--- config.mk ---
export PLATFORM = sky130hd
export DESIGN_NAME = spi_tx_engine
export DESIGN_NICKNAME = d
export VERILOG_FILES = /design/src/rtl/spi_tx_pkg.sv /design/src/rtl/spi_tx_fifo.sv /design/src/rtl/spi_tx_divider.sv /design/src/rtl/spi_tx_serializer.sv /design/src/rtl/spi_tx_engine.sv
export SDC_FILE = /design/constraint.sdc
export NUM_CORES = 1
export LEC_CHECK = 0
export BUFFER_PORTS_ARGS = -buffer_cell sky130_fd_sc_hd__buf_2
export CAP_MARGIN = 20
export CORE_MARGIN = 2
export CORE_UTILIZATION = 40
export DETAILED_ROUTE_END_ITERATION = 16
export GPL_ROUTABILITY_DRIVEN = 1
export SLEW_MARGIN = 20
export SYNTH_ARGS = -nofsm -noshare
export SYNTH_HDL_FRONTEND = slang
export SYNTH_SLANG_ARGS = --single-unit
--- constraint.sdc ---
create_clock -name clk -period 3.2 [get_ports clk]
set_clock_uncertainty 0.2 [all_clocks]
set_input_delay 0.48 -clock clk [delete_from_list [all_inputs] [get_ports clk]]
set_output_delay 0.48 -clock clk [all_outputs]
set_load 0.02 [all_outputs]
--- src/rtl/spi_tx_pkg.sv ---
package spi_tx_pkg;

  typedef enum logic [1:0] {
    ST_IDLE  = 2'd0,
    ST_SHIFT = 2'd1,
    ST_GAP   = 2'd2
  } tx_state_e;

  function automatic logic [7:0] flip_byte(input logic [7:0] b);
    logic [7:0] r;
    for (int i = 0; i < 8; i++) r[i] = b[7-i];
    return r;
  endfunction

endpackage

--- src/rtl/spi_tx_fifo.sv ---
module spi_tx_fifo #(
  parameter int DEPTH = 8,
  parameter int W     = 8
) (
  input  logic                         clk,
  input  logic                         rst_n,
  input  logic                         push,
  input  logic [W-1:0]                 push_data,
  input  logic                         pop,
  output logic [W-1:0]                 head,
  output logic [$clog2(DEPTH+1)-1:0]   count,
  output logic                         full,
  output logic                         empty
);
  localparam int AW = (DEPTH > 1) ? $clog2(DEPTH) : 1;
  localparam int CW = $clog2(DEPTH+1);

  logic [W-1:0]  mem_q [DEPTH];
  logic [AW-1:0] wp_q, wp_d, rp_q, rp_d;
  logic [CW-1:0] cnt_q, cnt_d;
  logic          do_push, do_pop;

  assign full    = (cnt_q == CW'(DEPTH));
  assign empty   = (cnt_q == '0);
  assign do_push = push && !full;
  assign do_pop  = pop && !empty;
  assign head    = mem_q[rp_q];
  assign count   = cnt_q;

  always_comb begin
    wp_d  = wp_q;
    rp_d  = rp_q;
    cnt_d = cnt_q;
    if (do_push) wp_d = (wp_q == AW'(DEPTH-1)) ? '0 : wp_q + 1'b1;
    if (do_pop)  rp_d = (rp_q == AW'(DEPTH-1)) ? '0 : rp_q + 1'b1;
    if (do_push && !do_pop)      cnt_d = cnt_q + 1'b1;
    else if (do_pop && !do_push) cnt_d = cnt_q - 1'b1;
  end

  always_ff @(posedge clk or negedge rst_n) begin
    if (!rst_n) begin
      wp_q  <= '0;
      rp_q  <= '0;
      cnt_q <= '0;
    end else begin
      wp_q  <= wp_d;
      rp_q  <= rp_d;
      cnt_q <= cnt_d;
    end
  end

  always_ff @(posedge clk) begin
    if (do_push) mem_q[wp_q] <= push_data;
  end
endmodule

--- src/rtl/spi_tx_divider.sv ---
module spi_tx_divider #(
  parameter int HW = 8
) (
  input  logic          clk,
  input  logic          rst_n,
  input  logic          run,
  input  logic [HW-1:0] half,
  output logic          tick
);
  logic [HW-1:0] cnt_q, cnt_d, lim;

  assign lim  = (half == '0) ? HW'(1) : half;
  assign tick = run && (cnt_q >= lim - 1'b1);

  always_comb begin
    if (!run)      cnt_d = '0;
    else if (tick) cnt_d = '0;
    else           cnt_d = cnt_q + 1'b1;
  end

  always_ff @(posedge clk or negedge rst_n) begin
    if (!rst_n) cnt_q <= '0;
    else        cnt_q <= cnt_d;
  end
endmodule

--- src/rtl/spi_tx_serializer.sv ---
module spi_tx_serializer
  import spi_tx_pkg::*;
#(
  parameter int W = 8
) (
  input  logic         clk,
  input  logic         rst_n,
  input  logic         tick,
  input  logic         hold,
  input  logic         lsb_first,
  input  logic         q_empty,
  input  logic [W-1:0] q_head,
  output logic         q_pop,
  output logic         run,
  output logic         cs_n,
  output logic         sclk,
  output logic         mosi,
  output logic         underrun_evt
);
  localparam int BW = $clog2(W);
  localparam logic [BW-1:0] LAST = BW'(W-1);

  tx_state_e     st_q, st_d;
  logic          ck_q, ck_d;
  logic [BW-1:0] bit_q, bit_d;
  logic [W-1:0]  sh_q, sh_d, load;

  assign load = lsb_first ? flip_byte(q_head) : q_head;

  always_comb begin
    st_d         = st_q;
    ck_d         = ck_q;
    bit_d        = bit_q;
    sh_d         = sh_q;
    q_pop        = 1'b0;
    underrun_evt = 1'b0;
    case (st_q)
      ST_IDLE: begin
        if (!q_empty) begin
          q_pop = 1'b1;
          sh_d  = load;
          bit_d = '0;
          ck_d  = 1'b0;
          st_d  = ST_SHIFT;
        end
      end
      ST_SHIFT: begin
        if (tick) begin
          if (!ck_q) begin
            ck_d = 1'b1;
          end else begin
            ck_d = 1'b0;
            if (bit_q == LAST) begin
              if (hold && !q_empty) begin
                q_pop = 1'b1;
                sh_d  = load;
                bit_d = '0;
              end else begin
                st_d         = ST_GAP;
                underrun_evt = hold;
              end
            end else begin
              sh_d  = {sh_q[W-2:0], 1'b0};
              bit_d = bit_q + 1'b1;
            end
          end
        end
      end
      ST_GAP: begin
        if (tick) st_d = ST_IDLE;
      end
      default: st_d = ST_IDLE;
    endcase
  end

  always_ff @(posedge clk or negedge rst_n) begin
    if (!rst_n) begin
      st_q  <= ST_IDLE;
      ck_q  <= 1'b0;
      bit_q <= '0;
      sh_q  <= '0;
    end else begin
      st_q  <= st_d;
      ck_q  <= ck_d;
      bit_q <= bit_d;
      sh_q  <= sh_d;
    end
  end

  assign run  = (st_q != ST_IDLE);
  assign cs_n = (st_q != ST_SHIFT);
  assign sclk = ck_q;
  assign mosi = (st_q == ST_SHIFT) && sh_q[W-1];
endmodule

--- src/rtl/spi_tx_engine.sv ---
module spi_tx_engine #(
  parameter int DEPTH = 8,
  parameter int W     = 8,
  parameter int HW    = 8
) (
  input  logic          clk,
  input  logic          rst_n,
  input  logic          wr_en,
  input  logic [W-1:0]  wr_data,
  input  logic [HW-1:0] cfg_half,
  input  logic          cfg_hold,
  input  logic          cfg_lsb_first,
  input  logic          irq_en,
  input  logic          flag_clr,
  output logic          sclk,
  output logic          mosi,
  output logic          cs_n,
  output logic          irq,
  output logic          ovf_flag,
  output logic          und_flag
);
  localparam int CW = $clog2(DEPTH+1);

  logic [W-1:0]  q_head;
  logic [CW-1:0] q_count;
  logic          q_full, q_empty, q_pop, run, tick, und_evt;
  logic          ovf_q, ovf_d, und_q, und_d;

  spi_tx_fifo #(.DEPTH(DEPTH), .W(W)) u_fifo (
    .clk(clk), .rst_n(rst_n), .push(wr_en), .push_data(wr_data),
    .pop(q_pop), .head(q_head), .count(q_count), .full(q_full), .empty(q_empty)
  );

  spi_tx_divider #(.HW(HW)) u_div (
    .clk(clk), .rst_n(rst_n), .run(run), .half(cfg_half), .tick(tick)
  );

  spi_tx_serializer #(.W(W)) u_ser (
    .clk(clk), .rst_n(rst_n), .tick(tick), .hold(cfg_hold),
    .lsb_first(cfg_lsb_first), .q_empty(q_empty), .q_head(q_head),
    .q_pop(q_pop), .run(run), .cs_n(cs_n), .sclk(sclk), .mosi(mosi),
    .underrun_evt(und_evt)
  );

  always_comb begin
    ovf_d = (ovf_q && !flag_clr) || (wr_en && q_full);
    und_d = (und_q && !flag_clr) || und_evt;
  end

  always_ff @(posedge clk or negedge rst_n) begin
    if (!rst_n) begin
      ovf_q <= 1'b0;
      und_q <= 1'b0;
    end else begin
      ovf_q <= ovf_d;
      und_q <= und_d;
    end
  end

  assign ovf_flag = ovf_q;
  assign und_flag = und_q;
  assign irq      = irq_en && (q_count <= CW'(DEPTH/2));
endmodule

==> key figures <==
Run status
  • Status: finished, violations left
  • Violated checks: negative setup slack

Clock tree
  • CTS tree: yes
  • Clk Latency, worst-skew pair: ~0.35 ns
  • Clk sinks: 98
  • Clk slew on worst S/H paths: 0.07 ns
  • Root buffer cell: clkbuf_16
  • Clock Path Buffers: 2
  • Hold buffer count at CTS: 0
  • CTS buffer count: 9
  • H-tree lvl count: 3

Detailed routing
  • Total Wirelength: roughly 10000 µm
  • Routed Antenna Nets: 0
  • WL/cell: approximately 17 µm
  • Initial DRC Count: between 150 and 200
  • Via count: between 3000 and 4000
  • Routed vias/inst: about 5.4
  • DR pass1 iterations: 4
  • DRC: 0

Timing
  • Final setup fails: 24
  • Period minus WS final: between 4 and 5 ns
  • Final Max Slew Viols: 0
  • Hold Fails Final Rpt: 0
  • RSZ-0062 raised after global routing: true
  • Slew headroom: between 40% and 50%
  • WHS: about 0.0084 ns
  • Max Clk Rate: around 240 MHz
  • Slew @ Worst Pin: between 0.8 and 0.9 ns
  • Part of the cycle the worst path needs: 128%
  • Setup ws final: -0.901 ns

Logic synthesis
  • Yosys top cell area share: 40.2%
  • Area leader, netlist: edfxtp_1
  • Post-Syn Nets: 414
  • Primary FF master, synth: edfxtp_1
  • Synth Instances: ~370
  • Most frequent cell after synthesis: edfxtp_1
  • Mapped Avg Cell Area: between 10 and 15 µm²
  • Seq/Total Area, Yosys: between 50 and 60%
  • Post-synth EDFFs: between 60 and 70
  • List of most frequent post-synthesis cells: edfxtp_1 (64), dfrtp_1 (34), nand2_1 (29)
  • Synth area leaders: edfxtp_1 (40%), dfrtp_1 (18%), mux2_2 (5.9%)
  • Yosys warnings: 0
  • Flops & latches, synth: 98
  • Mapped cell area: ~4800 µm²
  • Cell variety after synth: 50
  • Post-synth ARST share: a little over a third

Die
  • Initial Util: about two fifths
  • I/O pins: 29
  • Die width: about 110 µm
  • Core area: approximately 12000 µm²
  • Die outline area: between 10000 and 15000 µm²
  • Placement Rows: 39
  • Die H: approximately 110 µm

Power and ir drop
  • Gate power share: 29.3%
  • Worst vdd ir: slightly below 0.4 mV
  • Switch share: a little under a third
  • Pleak: around 2.3 nW
  • Reg power frac: 45.5%
  • P_int: between 2 and 3 mW
  • Pwr/cell area: around 700 nW/µm²
  • Clock share of power: between 20% and 30%
  • P_sw: 1.29 mW

Critical path
  • CP required: 3.23 ns
  • Startpoint Class: input port
  • Worst setup EP type: flop
  • Worst reg-to-reg setup slack: roughly 0.20 ns
  • Data arrival time of the worst path: slightly above 4 ns
  • CP Max Fanout: 2
  • Crit Path Category: input port to flop

Finish
  • Fillers: around 1000
  • Proportion of layout cells with a drive suffix above 1: approximately a third
  • Post-layout net count: ~480
  • Number of diodes: 0
  • Layout Area Growth over Synthesis: 21.0%
  • Core Util, Final: between 50% and 60%

GRT
  • Pin count of the biggest net entering global routing: 35
  • Vias in the first global route: about 3300
  • First-pass GRT wire length: around 16000 µm
  • Remaining global-route overflow: 0
  • Initial antenna violation count: 0
  • GRT Overall Usage: between 10% and 20%

Place
  • Hpwl dp: 6740 µm
  • PortBufs: 28
  • RD Place Congestion: 0.856

Hold path
  • Min-Delay Path Class: input port to asynchronous set/reset pin

Flow run
  • Max-cap violation count: 0
-- worst paths after layout --
| kind | from | endpoint | cells past startpoint |
|---|---|---|---|
| max | cfg_half[3] | u_fifo.count[3]$_DFFE_PN0P_ | 22 |
| min | rst_n | u_ser.sh_q[6]$_DFFE_PN0P_ | 1 |
| max reg2reg | u_div.cnt_q[2]$_DFF_PN0_ | u_fifo.count[3]$_DFFE_PN0P_ | 14 |
| min reg2reg | ovf_flag$_DFF_PN0_ | ovf_flag$_DFF_PN0_ | 1 |
| max in group asynchronous | rst_n | u_fifo.count[0]$_DFFE_PN0P_ | 1 |
| min in group clk | wr_data[0] | u_fifo.mem_q[0][0]$_DFFE_PP_ | 1 |
-- state kept, by name (all words and copies together) (netlist names) --
| register | cells |
|---|---|
| u_ser.sh_q | 8 |
| u_ser.bit_q | 3 |
| u_fifo.count | 4 |
| ovf_flag | 1 |
| u_div.cnt_q | 8 |
| u_ser.st_q | 2 |
| u_fifo.mem_q | 64 |
| u_fifo.wp_q | 3 |
| u_ser.sclk | 1 |
| und_flag | 1 |
| u_fifo.rp_q | 3 |
-- per-layer routing --
layer / vias to the layer above / share of wire [%] / global-route usage (%) / wire length, µm
li1: 1538 / - / - / -
met1: 1581 / 46 / 21.6 / 4600
met2: 41 / 50 / 27.0 / 5010
met3: 11 / 2.4 / 3.64 / 235
met4: 0 / 1.5 / 7.32 / 153
met5: - / 0 / 0 / 0
-- power by group through the flow --
stage	clock, mW	combinational [mW]	sequential (mW)
final	1.02	1.19	1.85
after global routing	1.11	1.33	1.89
after CTS	1.05	1.10	1.85
after detailed placement	0	1.03	1.87
after global placement	0	0.996	1.86
after floorplan	0	0.726	1.82
-- metrics by stage --
stage | setup WS (ns) | cell area, µm² | power [mW] | std cells | TNS [ns]
2_1_floorplan | -0.957 | 4820 | 2.54 | 371 | -8.16
3_3_place_gp | -1.17 | 5280 | 2.85 | 559 | -16.55
3_5_place_dp | -1.26 | 5280 | 2.89 | 559 | -18.47
4_1_cts | -0.875 | 5650 | 4.00 | 578 | -7.14
5_1_grt | -1.07 | 5790 | 4.33 | 582 | -11.83
6_report | -0.901 | 5790 | 4.06 | 582 | -8.53
-- critical path, cell delays in order --
cell and delay, ns:
buf_6 0.10, or4_4 0.53, or3_4 0.36, nor2_4 0.10, nor2_2 0.05, ha_2 0.18, inv_2 0.06, nor2_2 0.04
xnor2_1 0.12, ha_1 0.30, nand4_1 0.13, o21bai_4 0.21, a211oi_2 0.27, o21ai_1 0.11, ha_2 0.20, inv_2 0.06
ha_1 0.21, a21o_1 0.16, a21oi_2 0.13, xnor2_1 0.13, nor2_1 0.07, xor2_1 0.14
-- layout by cell type (no fill, tap or decap), types with 5 or more instances in the layout --
cell type / count
a21oi_1: 6
mux2_4: 10
dfrtp_1: 34
nor3_1: 9
nor2_1: 17
clkbuf_16: 9
buf_6: 10
or3_1: 8
a22oi_1: 7
xnor2_1: 7
edfxtp_1: 64
buf_2: 27
buf_4: 28
a21o_1: 5
o22ai_1: 16
nand2_1: 28
nand2b_1: 6
inv_1: 10
mux2_2: 16
xor2_1: 6
ha_1: 16
mux4_2: 8
nor2_2: 9
nand3_1: 13
-- layout make-up --
| cell class | instances | area [µm²] | share of cell area [%] |
|---|---|---|---|
| Multi-Input combinational cell | 249 | 2060 | 35.5 |
| Clock buffer | 9 | 225 | 3.89 |
| Tap cell | 143 | 179 | 3.09 |
| Sequential cell | 98 | 2770 | 47.9 |
| Inverter | 12 | 45.0 | 0.779 |
| Timing Repair Buffer | 65 | 458 | 7.92 |
| Clock inverter | 6 | 50.0 | 0.865 |
-- kinds of logic (layout without fill, tap and decap cells) --
group | Yosys count | after routing | synth area share [%]
flops | 98 | 98 | 58.0
buf+inv | 24 | 92 | 2.62
simple gates | 117 | 117 | 12.3
fa+ha+maj | 20 | 20 | 5.39
xor+xnor | 14 | 14 | 2.56
mux | 37 | 37 | 10.6
compound gates | 61 | 61 | 8.58
-- repair_timing --
action                                  4_1_cts  5_1_grt
pin swaps                                     1       20
gates cloned                                  0        1
endpoints found under the hold margin         0        0
setup buffers                                 4        3
gates resized for setup                      15       31
endpoints found under the setup margin       21       30
Note: power is estimated with default switching activity, not from simulation.
